===== src/rtl/dmw_pkg.sv =====
// Shared types and helpers for the width-converting DMA mover.
// Assumes a 32-bit data bus; width codes 0/1/2 mean 1/2/4 bytes.
package dmw_pkg;
    localparam int BUS_W = 32;

    typedef enum logic [2:0] {
        ST_IDLE,
        ST_RD,
        ST_RDW,
        ST_WR,
        ST_DONE,
        ST_ERR
    } dmw_state_e;

    // Byte-lane mask for a right-justified access of the given width code.
    function automatic logic [BUS_W-1:0] lane_mask(input logic [1:0] wcode);
        case (wcode)
            2'd0:    lane_mask = 32'h0000_00FF;
            2'd1:    lane_mask = 32'h0000_FFFF;
            default: lane_mask = 32'hFFFF_FFFF;
        endcase
    endfunction
endpackage


===== src/rtl/dmw_cfg_check.sv =====
// Configuration validator: flags illegal width codes and element counts
// that cannot fill the final packed destination beat.
// Assumes inputs are stable in the cycle start is sampled.
module dmw_cfg_check #(
    parameter int CW = 12
) (
    input  logic [1:0]    sw,
    input  logic [1:0]    dw,
    input  logic [CW-1:0] count,
    output logic          bad
);
    logic [CW-1:0] low_bits;

    // Decide whether the programmed geometry is legal.
    always_comb begin
        low_bits = '0;
        if (dw > sw) begin
            low_bits = (CW'(1) << (dw - sw)) - CW'(1);
        end
        bad = (sw == 2'd3) || (dw == 2'd3) || ((count & low_bits) != '0);
    end
endmodule


===== src/rtl/dmw_addr_step.sv =====
// Address generator for one side of the mover: loads a base address and
// advances by the side's width on each step when stepping is enabled.
// Assumes step is never asserted in the same cycle as load.
module dmw_addr_step #(
    parameter int AW = 16
) (
    input  logic          clk,
    input  logic          rst_n,
    input  logic          load,
    input  logic [AW-1:0] base,
    input  logic          step,
    input  logic          inc_en,
    input  logic [1:0]    wcode,
    output logic [AW-1:0] addr
);
    // Hold or advance the current address.
    always_ff @(posedge clk) begin
        if (!rst_n) begin
            addr <= '0;
        end else if (load) begin
            addr <= base;
        end else if (step && inc_en) begin
            addr <= addr + (AW'(1) << wcode);
        end
    end
endmodule


===== src/rtl/dmw_pack.sv =====
// Data packer: gathers narrow source reads into a staging word at rising
// lane offsets, and presents slices of it as destination write data.
// Assumes gidx is 0 unless dw > sw and pidx is 0 unless sw > dw.
module dmw_pack
    import dmw_pkg::*;
(
    input  logic             clk,
    input  logic             rst_n,
    input  logic             capture,
    input  logic [BUS_W-1:0] rdata,
    input  logic [1:0]       sw,
    input  logic [1:0]       dw,
    input  logic [1:0]       gidx,
    input  logic [1:0]       pidx,
    output logic [BUS_W-1:0] wdata
);
    logic [BUS_W-1:0] stage_q;
    logic [5:0]       put_sh;
    logic [5:0]       get_sh;

    // Bit offsets for the gather lane and the split slice.
    always_comb begin
        put_sh = {1'b0, gidx, 3'b000} << sw;
        get_sh = {1'b0, pidx, 3'b000} << dw;
    end

    // Stage a read element into its lane; the first lane restarts the word.
    always_ff @(posedge clk) begin
        if (!rst_n) begin
            stage_q <= '0;
        end else if (capture) begin
            stage_q <= ((gidx == 2'd0) ? '0 : stage_q)
                     | ((rdata & lane_mask(sw)) << put_sh);
        end
    end

    // Right-justified slice for the current write beat.
    always_comb begin
        wdata = (stage_q >> get_sh) & lane_mask(dw);
    end
endmodule


===== src/rtl/dma_width_mover.sv =====
// Single-channel DMA mover with independent source and destination widths.
// Counts source elements; gathers reads when the destination is wider and
// splits reads when the source is wider. Assumes a memory that accepts
// every request and returns read data on the following cycle.
module dma_width_mover
    import dmw_pkg::*;
#(
    parameter int AW = 16,
    parameter int CW = 12
) (
    input  logic             clk,
    input  logic             rst_n,
    input  logic             start,
    input  logic [AW-1:0]    src_base,
    input  logic [AW-1:0]    dst_base,
    input  logic [1:0]       src_wcode,
    input  logic [1:0]       dst_wcode,
    input  logic [CW-1:0]    elem_count,
    input  logic             src_step_en,
    input  logic             dst_step_en,
    output logic             mem_req,
    output logic             mem_we,
    output logic [AW-1:0]    mem_addr,
    output logic [1:0]       mem_size,
    output logic [BUS_W-1:0] mem_wdata,
    input  logic [BUS_W-1:0] mem_rdata,
    output logic             busy,
    output logic             done,
    output logic             error
);
    dmw_state_e    st;
    logic [1:0]    c_sw;
    logic [1:0]    c_dw;
    logic          c_sinc;
    logic          c_dinc;
    logic [CW-1:0] remain;
    logic [1:0]    gidx;
    logic [1:0]    pidx;
    logic          cfg_bad;
    logic          accept;
    logic          rd_issue;
    logic          wr_issue;
    logic          gather_mode;
    logic          split_mode;
    logic [1:0]    gather_last;
    logic [1:0]    piece_last;
    logic [CW-1:0] dec_w;
    logic          final_wr;
    logic [AW-1:0] src_addr;
    logic [AW-1:0] dst_addr;

    dmw_cfg_check #(.CW(CW)) u_cfg (
        .sw    (src_wcode),
        .dw    (dst_wcode),
        .count (elem_count),
        .bad   (cfg_bad)
    );

    // Decode the captured geometry into packing limits and count decrement.
    always_comb begin
        gather_mode = c_dw > c_sw;
        split_mode  = c_sw > c_dw;
        gather_last = gather_mode ? 2'((3'd1 << (c_dw - c_sw)) - 3'd1) : 2'd0;
        piece_last  = split_mode  ? 2'((3'd1 << (c_sw - c_dw)) - 3'd1) : 2'd0;
        dec_w       = gather_mode ? (CW'(1) << (c_dw - c_sw)) : CW'(1);
        final_wr    = split_mode ? ((pidx == piece_last) && (remain == CW'(1)))
                                 : (remain == dec_w);
    end

    // Strobes for the request port and the address generators.
    always_comb begin
        busy     = (st != ST_IDLE);
        accept   = start && !busy;
        rd_issue = (st == ST_RD);
        wr_issue = (st == ST_WR);
        done     = (st == ST_DONE);
        error    = (st == ST_ERR);
        mem_req  = rd_issue || wr_issue;
        mem_we   = wr_issue;
        mem_addr = wr_issue ? dst_addr : src_addr;
        mem_size = wr_issue ? c_dw : c_sw;
    end

    // Capture the configuration when a start is accepted.
    always_ff @(posedge clk) begin
        if (!rst_n) begin
            c_sw   <= 2'd0;
            c_dw   <= 2'd0;
            c_sinc <= 1'b0;
            c_dinc <= 1'b0;
        end else if (accept) begin
            c_sw   <= src_wcode;
            c_dw   <= dst_wcode;
            c_sinc <= src_step_en;
            c_dinc <= dst_step_en;
        end
    end

    // Main sequencer: read, take data, write until the count is used up.
    always_ff @(posedge clk) begin
        if (!rst_n) begin
            st     <= ST_IDLE;
            remain <= '0;
            gidx   <= 2'd0;
            pidx   <= 2'd0;
        end else begin
            case (st)
                ST_IDLE: begin
                    if (accept) begin
                        remain <= elem_count;
                        gidx   <= 2'd0;
                        pidx   <= 2'd0;
                        if (cfg_bad) begin
                            st <= ST_ERR;
                        end else if (elem_count == '0) begin
                            st <= ST_DONE;
                        end else begin
                            st <= ST_RD;
                        end
                    end
                end
                ST_RD: begin
                    st <= ST_RDW;
                end
                ST_RDW: begin
                    if (gather_mode && (gidx != gather_last)) begin
                        gidx <= gidx + 2'd1;
                        st   <= ST_RD;
                    end else begin
                        gidx <= 2'd0;
                        st   <= ST_WR;
                    end
                end
                ST_WR: begin
                    if (split_mode && (pidx != piece_last)) begin
                        pidx <= pidx + 2'd1;
                    end else begin
                        pidx   <= 2'd0;
                        remain <= remain - dec_w;
                        st     <= final_wr ? ST_DONE : ST_RD;
                    end
                end
                default: begin
                    st <= ST_IDLE;
                end
            endcase
        end
    end

    dmw_addr_step #(.AW(AW)) u_src_addr (
        .clk    (clk),
        .rst_n  (rst_n),
        .load   (accept),
        .base   (src_base),
        .step   (rd_issue),
        .inc_en (c_sinc),
        .wcode  (c_sw),
        .addr   (src_addr)
    );

    dmw_addr_step #(.AW(AW)) u_dst_addr (
        .clk    (clk),
        .rst_n  (rst_n),
        .load   (accept),
        .base   (dst_base),
        .step   (wr_issue),
        .inc_en (c_dinc),
        .wcode  (c_dw),
        .addr   (dst_addr)
    );

    dmw_pack u_pack (
        .clk     (clk),
        .rst_n   (rst_n),
        .capture (st == ST_RDW),
        .rdata   (mem_rdata),
        .sw      (c_sw),
        .dw      (c_dw),
        .gidx    (gidx),
        .pidx    (pidx),
        .wdata   (mem_wdata)
    );
endmodule


===== config.mk =====
export PLATFORM = sky130hd
export DESIGN_NAME = dma_width_mover
export DESIGN_NICKNAME = d
export VERILOG_FILES = /design/src/rtl/dmw_pkg.sv /design/src/rtl/dmw_cfg_check.sv /design/src/rtl/dmw_addr_step.sv /design/src/rtl/dmw_pack.sv /design/src/rtl/dma_width_mover.sv
export SDC_FILE = /design/constraint.sdc
export NUM_CORES = 1
export LEC_CHECK = 0
export ABC_AREA = 1
export BUFFER_PORTS_ARGS = -buffer_cell sky130_fd_sc_hd__buf_2
export CAP_MARGIN = 10
export CORE_UTILIZATION = 56
export DETAILED_ROUTE_END_ITERATION = 10
export PLACE_DENSITY = 0.91
export SKIP_CTS_REPAIR_TIMING = 1
export SYNTH_ARGS = -nofsm -noshare
export SYNTH_HDL_FRONTEND = slang
export SYNTH_SLANG_ARGS = --single-unit

===== constraint.sdc =====
create_clock -name clk -period 3.95 [get_ports clk]
set_input_delay 0.1975 -clock clk [delete_from_list [all_inputs] [get_ports clk]]
set_output_delay 0.1975 -clock clk [all_outputs]
set_load 0.01 [all_outputs]

Yosys cells after proc, flatten, opt, wreduce, memory -nomap -nowiden
Index checks and enable logic that the tools add are counted.
{ "word_totals": {"in_bits": 85, "reg_bits": 89, "output_inout_bits": 55, "wordCells": 111} }
{ "op_classes": {"shift": 10, "magnitude_cmp": 3, "addsub": 11, "n_eq_ne": 16, "n_reduce_logical": 25, "bitwise_logic": 4, "n_mux": 31} }
{ "ops": {"columns": ["cell", "count"], "rows": [
  ["$pmux W32 S2", 2],
  ["$mux W32", 3],
  ["$mux W16", 5],
  ["$and A32 B32 Y32", 2],
  ["$mux W12", 4],
  ["$add A16 B16 Y16", 2],
  ["$or A32 B32 Y32", 1],
  ["$shl A1 B2 Y16 const A", 2],
  ["$shl A32 B6 Y32", 1],
  ["$shr A32 B6 Y32", 1],
  ["$pmux W12 S2", 1],
  ["$shl A1 B2 Y12 const A", 2],
  ["$mux W3", 5],
  ["$mux W2", 7],
  ["$and A12 B12 Y12", 1],
  ["$eq A12 B1 Y1 const B", 1],
  ["$eq A12 B12 Y1", 1],
  ["$logic_not A12 Y1", 1],
  ["$pmux W3 S4", 1],
  ["$reduce_bool A12 Y1", 1],
  ["$shl A5 B2 Y6", 2],
  ["$sub A12 B12 Y12", 1],
  ["$sub A12 B2 Y12 const B", 1],
  ["$pmux W2 S2", 2],
  ["other kinds (23)", 50]
]} }

Depth between registers and ports, before layout
{ "depth": {"word_depth": 10, "ltp_mapped": 19, "mapped_depth_nobuf": 19} }

Hierarchy
From an unflattened synthesis, not the netlist that was laid out.
{ "hier_totals": {"cells_unflattened": 1222, "hier_area_um2": 7180.6} }
{ "modules_own_cells": {"columns": ["module", "n_inst", "cells_per_inst", "seq_area_each_um2", "area_per_inst_um2"], "rows": [
  ["dmw_addr_step", 2, 199, 320.3, 1248.7],
  ["dmw_pack", 1, 425, 640.6, 2352.3],
  ["dma_width_mover", 1, 360, 500.5, 2114.5],
  ["dmw_cfg_check", 1, 39, 0.0, 216.5]
]} }

Worst setup path after synthesis
Ideal clock, no wire load.
{ "synth_timing": {"kind": "register -> register", "from": "register c_dw[1]", "to": "register remain[9]", "path_stages_with_launch": 14, "setup_time_ps": 68, "arrival_time_ps": 2734, "required_time_ps": 3882, "period_less_slack_ps": 2802, "path_slack_ps": 1148, "path_buffers": 0, "cell_sequence": "dfxtp_1 > inv_1 > fa_1 > inv_1 > nor3_1 > inv_1 > ha_1 > nand3b_1 > nand2_1 > a21oi_1 > nand3_1 > o21ai_0 > nand2_1 > a21oi_2"} }
{ "synth_via": {"elab_chain_cells": 8, "elab_cells_between_ends": 16, "cone_classes": "4 x add/sub; 2 x order compare; 2 x eq/ne; 2 x shift; 4 x mux; 2 x reduce/logical"} }
{ "synth_rtl": {"columns": ["item", "line", "text"], "rows": [
  ["start: declaration", "dma_width_mover.sv:33", "logic [1:0] c_dw;"],
  ["start signal: assignment", "dma_width_mover.sv:93", "c_dw <= dst_wcode;"],
  ["branches (longest 8 deep; another with $sub A12 B12 Y12)", null, null],
  ["end signal: assignment", "dma_width_mover.sv:110", "remain <= elem_count;"],
  ["end signal: assignment", "dma_width_mover.sv:139", "remain <= remain - dec_w;"],
  ["end: declaration", "dma_width_mover.sv:36", "logic [CW-1:0] remain;"]
]} }
Several ways; the timed one is not identified. The select of a mux whose other input is x is not followed.
A chain may end at the register's enable or synchronous reset.

Worst setup path in the final report
{ "layout_timing": {"from": "register c_dw[1]", "to": "register remain[7]"} }
The elaborated chain is that of the path after synthesis.

==> impl_results.md <==
- Buf/Inv on CP: 3
- Syn nets: around 1200
- # diodes: 0
- Reg clk slew, reported paths: around 70 ps
- IO Pins: 140
- Max-slew violation count: 0
- Routability cong.: approximately 0.96
- Data arrival, critical path: 3560 ps
- Synth Cell Area: between 0.006 and 0.007 sq mm
- Initial drt markers: 1000
- First-pass GRT wire length: between 30000 and 40000 microns
- CP most frequent cell: inv_1
- Final ANT Viol Nets: 0
- Final nets: 1273
- Worst setup startpoint: c_dw[1]$_SDFFE_PN0P_
- Die area: about 0.012 sq mm
- Area Overhead vs Synth: 13.6%
- Initial antenna violation count: 0
- Fmax: approximately 0.30 GHz
- Commonest cells in the netlist: 304 x nand2_1, 114 x a21oi_1, 101 x inv_1
- Worst r2r path cells: 13
- Combinational share of power: 53.9%
- Internal: approximately 2600 uW
- Number of cells on the critical path: 13
- CP max stage delay: 630 ps
- Die width: between 100 and 150 microns
- Vias: about 7600
- Avg Cell Area, Syn: approximately 6.3 sq um
- Ratio of cells with drive above 1 in the final layout: 18.5%
- Starting density of the core: between 50 and 60%
- FF-to-FF End: remain[7]$_SDFFE_PN0P_
- Post-synthesis sequential area ratio: 26.7%
- Gr usage total: between 30% and 40%
- Ys Warns: 0
- Unique masters post-synth: 52
- Clock Tree Root: clkbuf_16
- Register Area: between 0.0015 and 0.002 sq mm
- CP startpoint kind: flop
- CTS tree: yes
- Worst R2R Start: c_dw[1]$_SDFFE_PN0P_
- Setup CP Type: flop to flop
- DRC viols: 8
- Final WL: 19900 microns
- # clock sinks: between 80 and 90
- Tcrit/Tclk final: between 80% and 90%
- Flops & latches, synth: 89
- Vias in the first global route: between 6000 and 7000
- Critical Path RT: ~4200 ps
- DR pass1 iterations: 9
- Detail Placement HPWL: 13900 microns
- CP max FO: 8
- Grt ovf: 0
- H-tree levels: 3
- FF-to-FF setup slack: 660 ps
- Final hold viol count: 0
- Seq pwr share: between 20 and 30%
- Clock power frac: around a fifth
- End of the critical path: remain[7]$_SDFFE_PN0P_
- Switching power: ~2400 uW
- Wire per inst: approximately 15 microns
- Leak: ~0.0034 uW
- I/O Buffers: between 100 and 150
- Unrepaired setup endpoints after global routing: false
- TNS Setup: 0 ps
- Worst Setup End Kind: flop
- Vias per inst: just under 6
- Die H: around 110 microns
- Total CTS buffers: 9
- Status: complete, but fails checks
- Core Footprint: about 0.012 sq mm
- Worst-skew pair later-pin latency: 350 ps
- Max_cap viols: 0
- Fin Clk Skew: 8.86 ps
- Largest net degree at the start of global routing: 60
- Worst slew pin tran: around 1200 ps
- Family with the most delay on the worst path: adder cells
- Failing checks: design-rule violations
- VDD IR max: approximately 0.0004 V
- Final setup fails: 0
- Site row count: 39
- Fillers: ~1000
- Worst path slowest cell: fa_1
- Area of the multi-input gates: 0.00414 sq mm
- Hold wc startpoint: dst_step_en
- Fin util: between 60% and 70%
- Yosys top cell area share: a little over a quarter
- Pwr/cell area: 656 mW/mm^2
- Switching share of power: about half
- Top area cells in the synthesized netlist: dfxtp_1 27%, nand2_1 17%, a21oi_1 8.5%
- Min-delay worst type: primary input to flop
- Critical-path cell list: inv_1 -> fa_1 -> inv_1 -> nor3_1 -> inv_1 -> ha_1 -> nand3b_1 -> nand2_1 -> a21oi_1 -> nand3_1 -> o21ai_0 -> nand2_1 -> a21oi_1
- Max_slew headroom: ~23%
- Cell taking the most area after synthesis: dfxtp_1
- Most common cell in the synthesized netlist: nand2_1
- Number of flops mapped to enable cells by yosys: 0
- Min Tclk post-route: about 3300 ps
- CTS max path bufs: 2
- Synth async-reset ratio: 0%
- Cells after synthesis: between 1000 and 1500
- Dominant register cell in the synthesized netlist: dfxtp_1
## cell usage in the layout, fill, tap and decap left out, types with 7 or more instances in the layout
| cell | instances |
|---|---|
| dfxtp_1 | 89 |
| nand2_1 | 304 |
| o21ai_1 | 18 |
| nor2_1 | 85 |
| o21ai_0 | 79 |
| clkbuf_16 | 9 |
| xor2_1 | 7 |
| nand3_1 | 63 |
| nand2_2 | 9 |
| buf_2 | 139 |
| nand4_1 | 10 |
| a21oi_1 | 114 |
| ha_1 | 20 |
| a31oi_1 | 7 |
| inv_2 | 10 |
| a22oi_1 | 8 |
| inv_1 | 101 |
| nor3_1 | 11 |
## worst min-delay path by stage
stage | end | cells after the start
2_1_floorplan | c_dinc$_SDFFE_PN0P_ | 2
5_1_grt | c_dinc$_SDFFE_PN0P_ | 3
3_5_place_dp | c_dinc$_SDFFE_PN0P_ | 3
3_3_place_gp | c_dinc$_SDFFE_PN0P_ | 3
6_report | c_dinc$_SDFFE_PN0P_ | 3
4_1_cts | c_dinc$_SDFFE_PN0P_ | 3
## worst min-delay path, delay by kind of cell
kind	cells	cell delay, ps
buf+inv	1	70
simple gates	2	110
## registers in the layout, summed over array words and instances (netlist names)
signal / cells
u_pack.stage_q: 32
c_sw: 2
c_sinc: 1
u_dst_addr.addr: 16
gidx: 2
c_dw: 2
remain: 12
pidx: 2
st: 3
u_src_addr.addr: 16
c_dinc: 1
## cells by family after synthesis
family                     after synthesis  synth area share (%)
and+or+nand+nor                        513                  33.0
buffers and inverters                  167                  11.3
AOI/OAI and AO/OA                      258                  22.5
adders and majority gates               26                  5.54
DFF                                     89                  26.7
xor gates and xnor gates                 7                 0.918
## per-layer routing
metal,share of wire [%],vias up,global-route usage [%]
li1,-,3686,-
met1,40,3433,41.5
met2,47,398,52.7
met3,9.5,64,6.29
met4,3.3,0,14.7
met5,0,-,0
## metrics by stage
| step | instance area (sq um) | power [uW] | setup WS, ps | hold slack, ps | instances |
|---|---|---|---|---|---|
| after global routing | 7590 | 5390 | 320 | 95.8 | 1310 |
| after global placement | 7270 | 3880 | 924 | 428 | 1294 |
| final | 7590 | 4980 | 664 | 71.0 | 1310 |
| after CTS | 7590 | 4920 | 749 | 73.8 | 1310 |
| after detailed placement | 7270 | 3950 | 770 | 438 | 1294 |
| after floorplan | 6680 | 3420 | 1150 | 332 | 1060 |
## area by class of cell
type / instances / area share [%]
Inverter: 116 / 5.92
Clock buffer: 11 / 3.20
Timing Repair Buffer: 142 / 9.46
Sequential cell: 89 / 23.5
Tap cell: 143 / 2.36
Clock inverter: 5 / 1.04
Multi-Input combinational cell: 804 / 54.6
## power by group through the flow
stage               clock (uW)  sequential (uW)  combinational [uW]
detailed placement           0             1360                2590
CTS                        940             1350                2630
floorplan                    0             1290                2130
global placement             0             1360                2520
global route               981             1390                3020
finish                     938             1360                2680
Note: power is estimated with default switching activity, not from simulation.
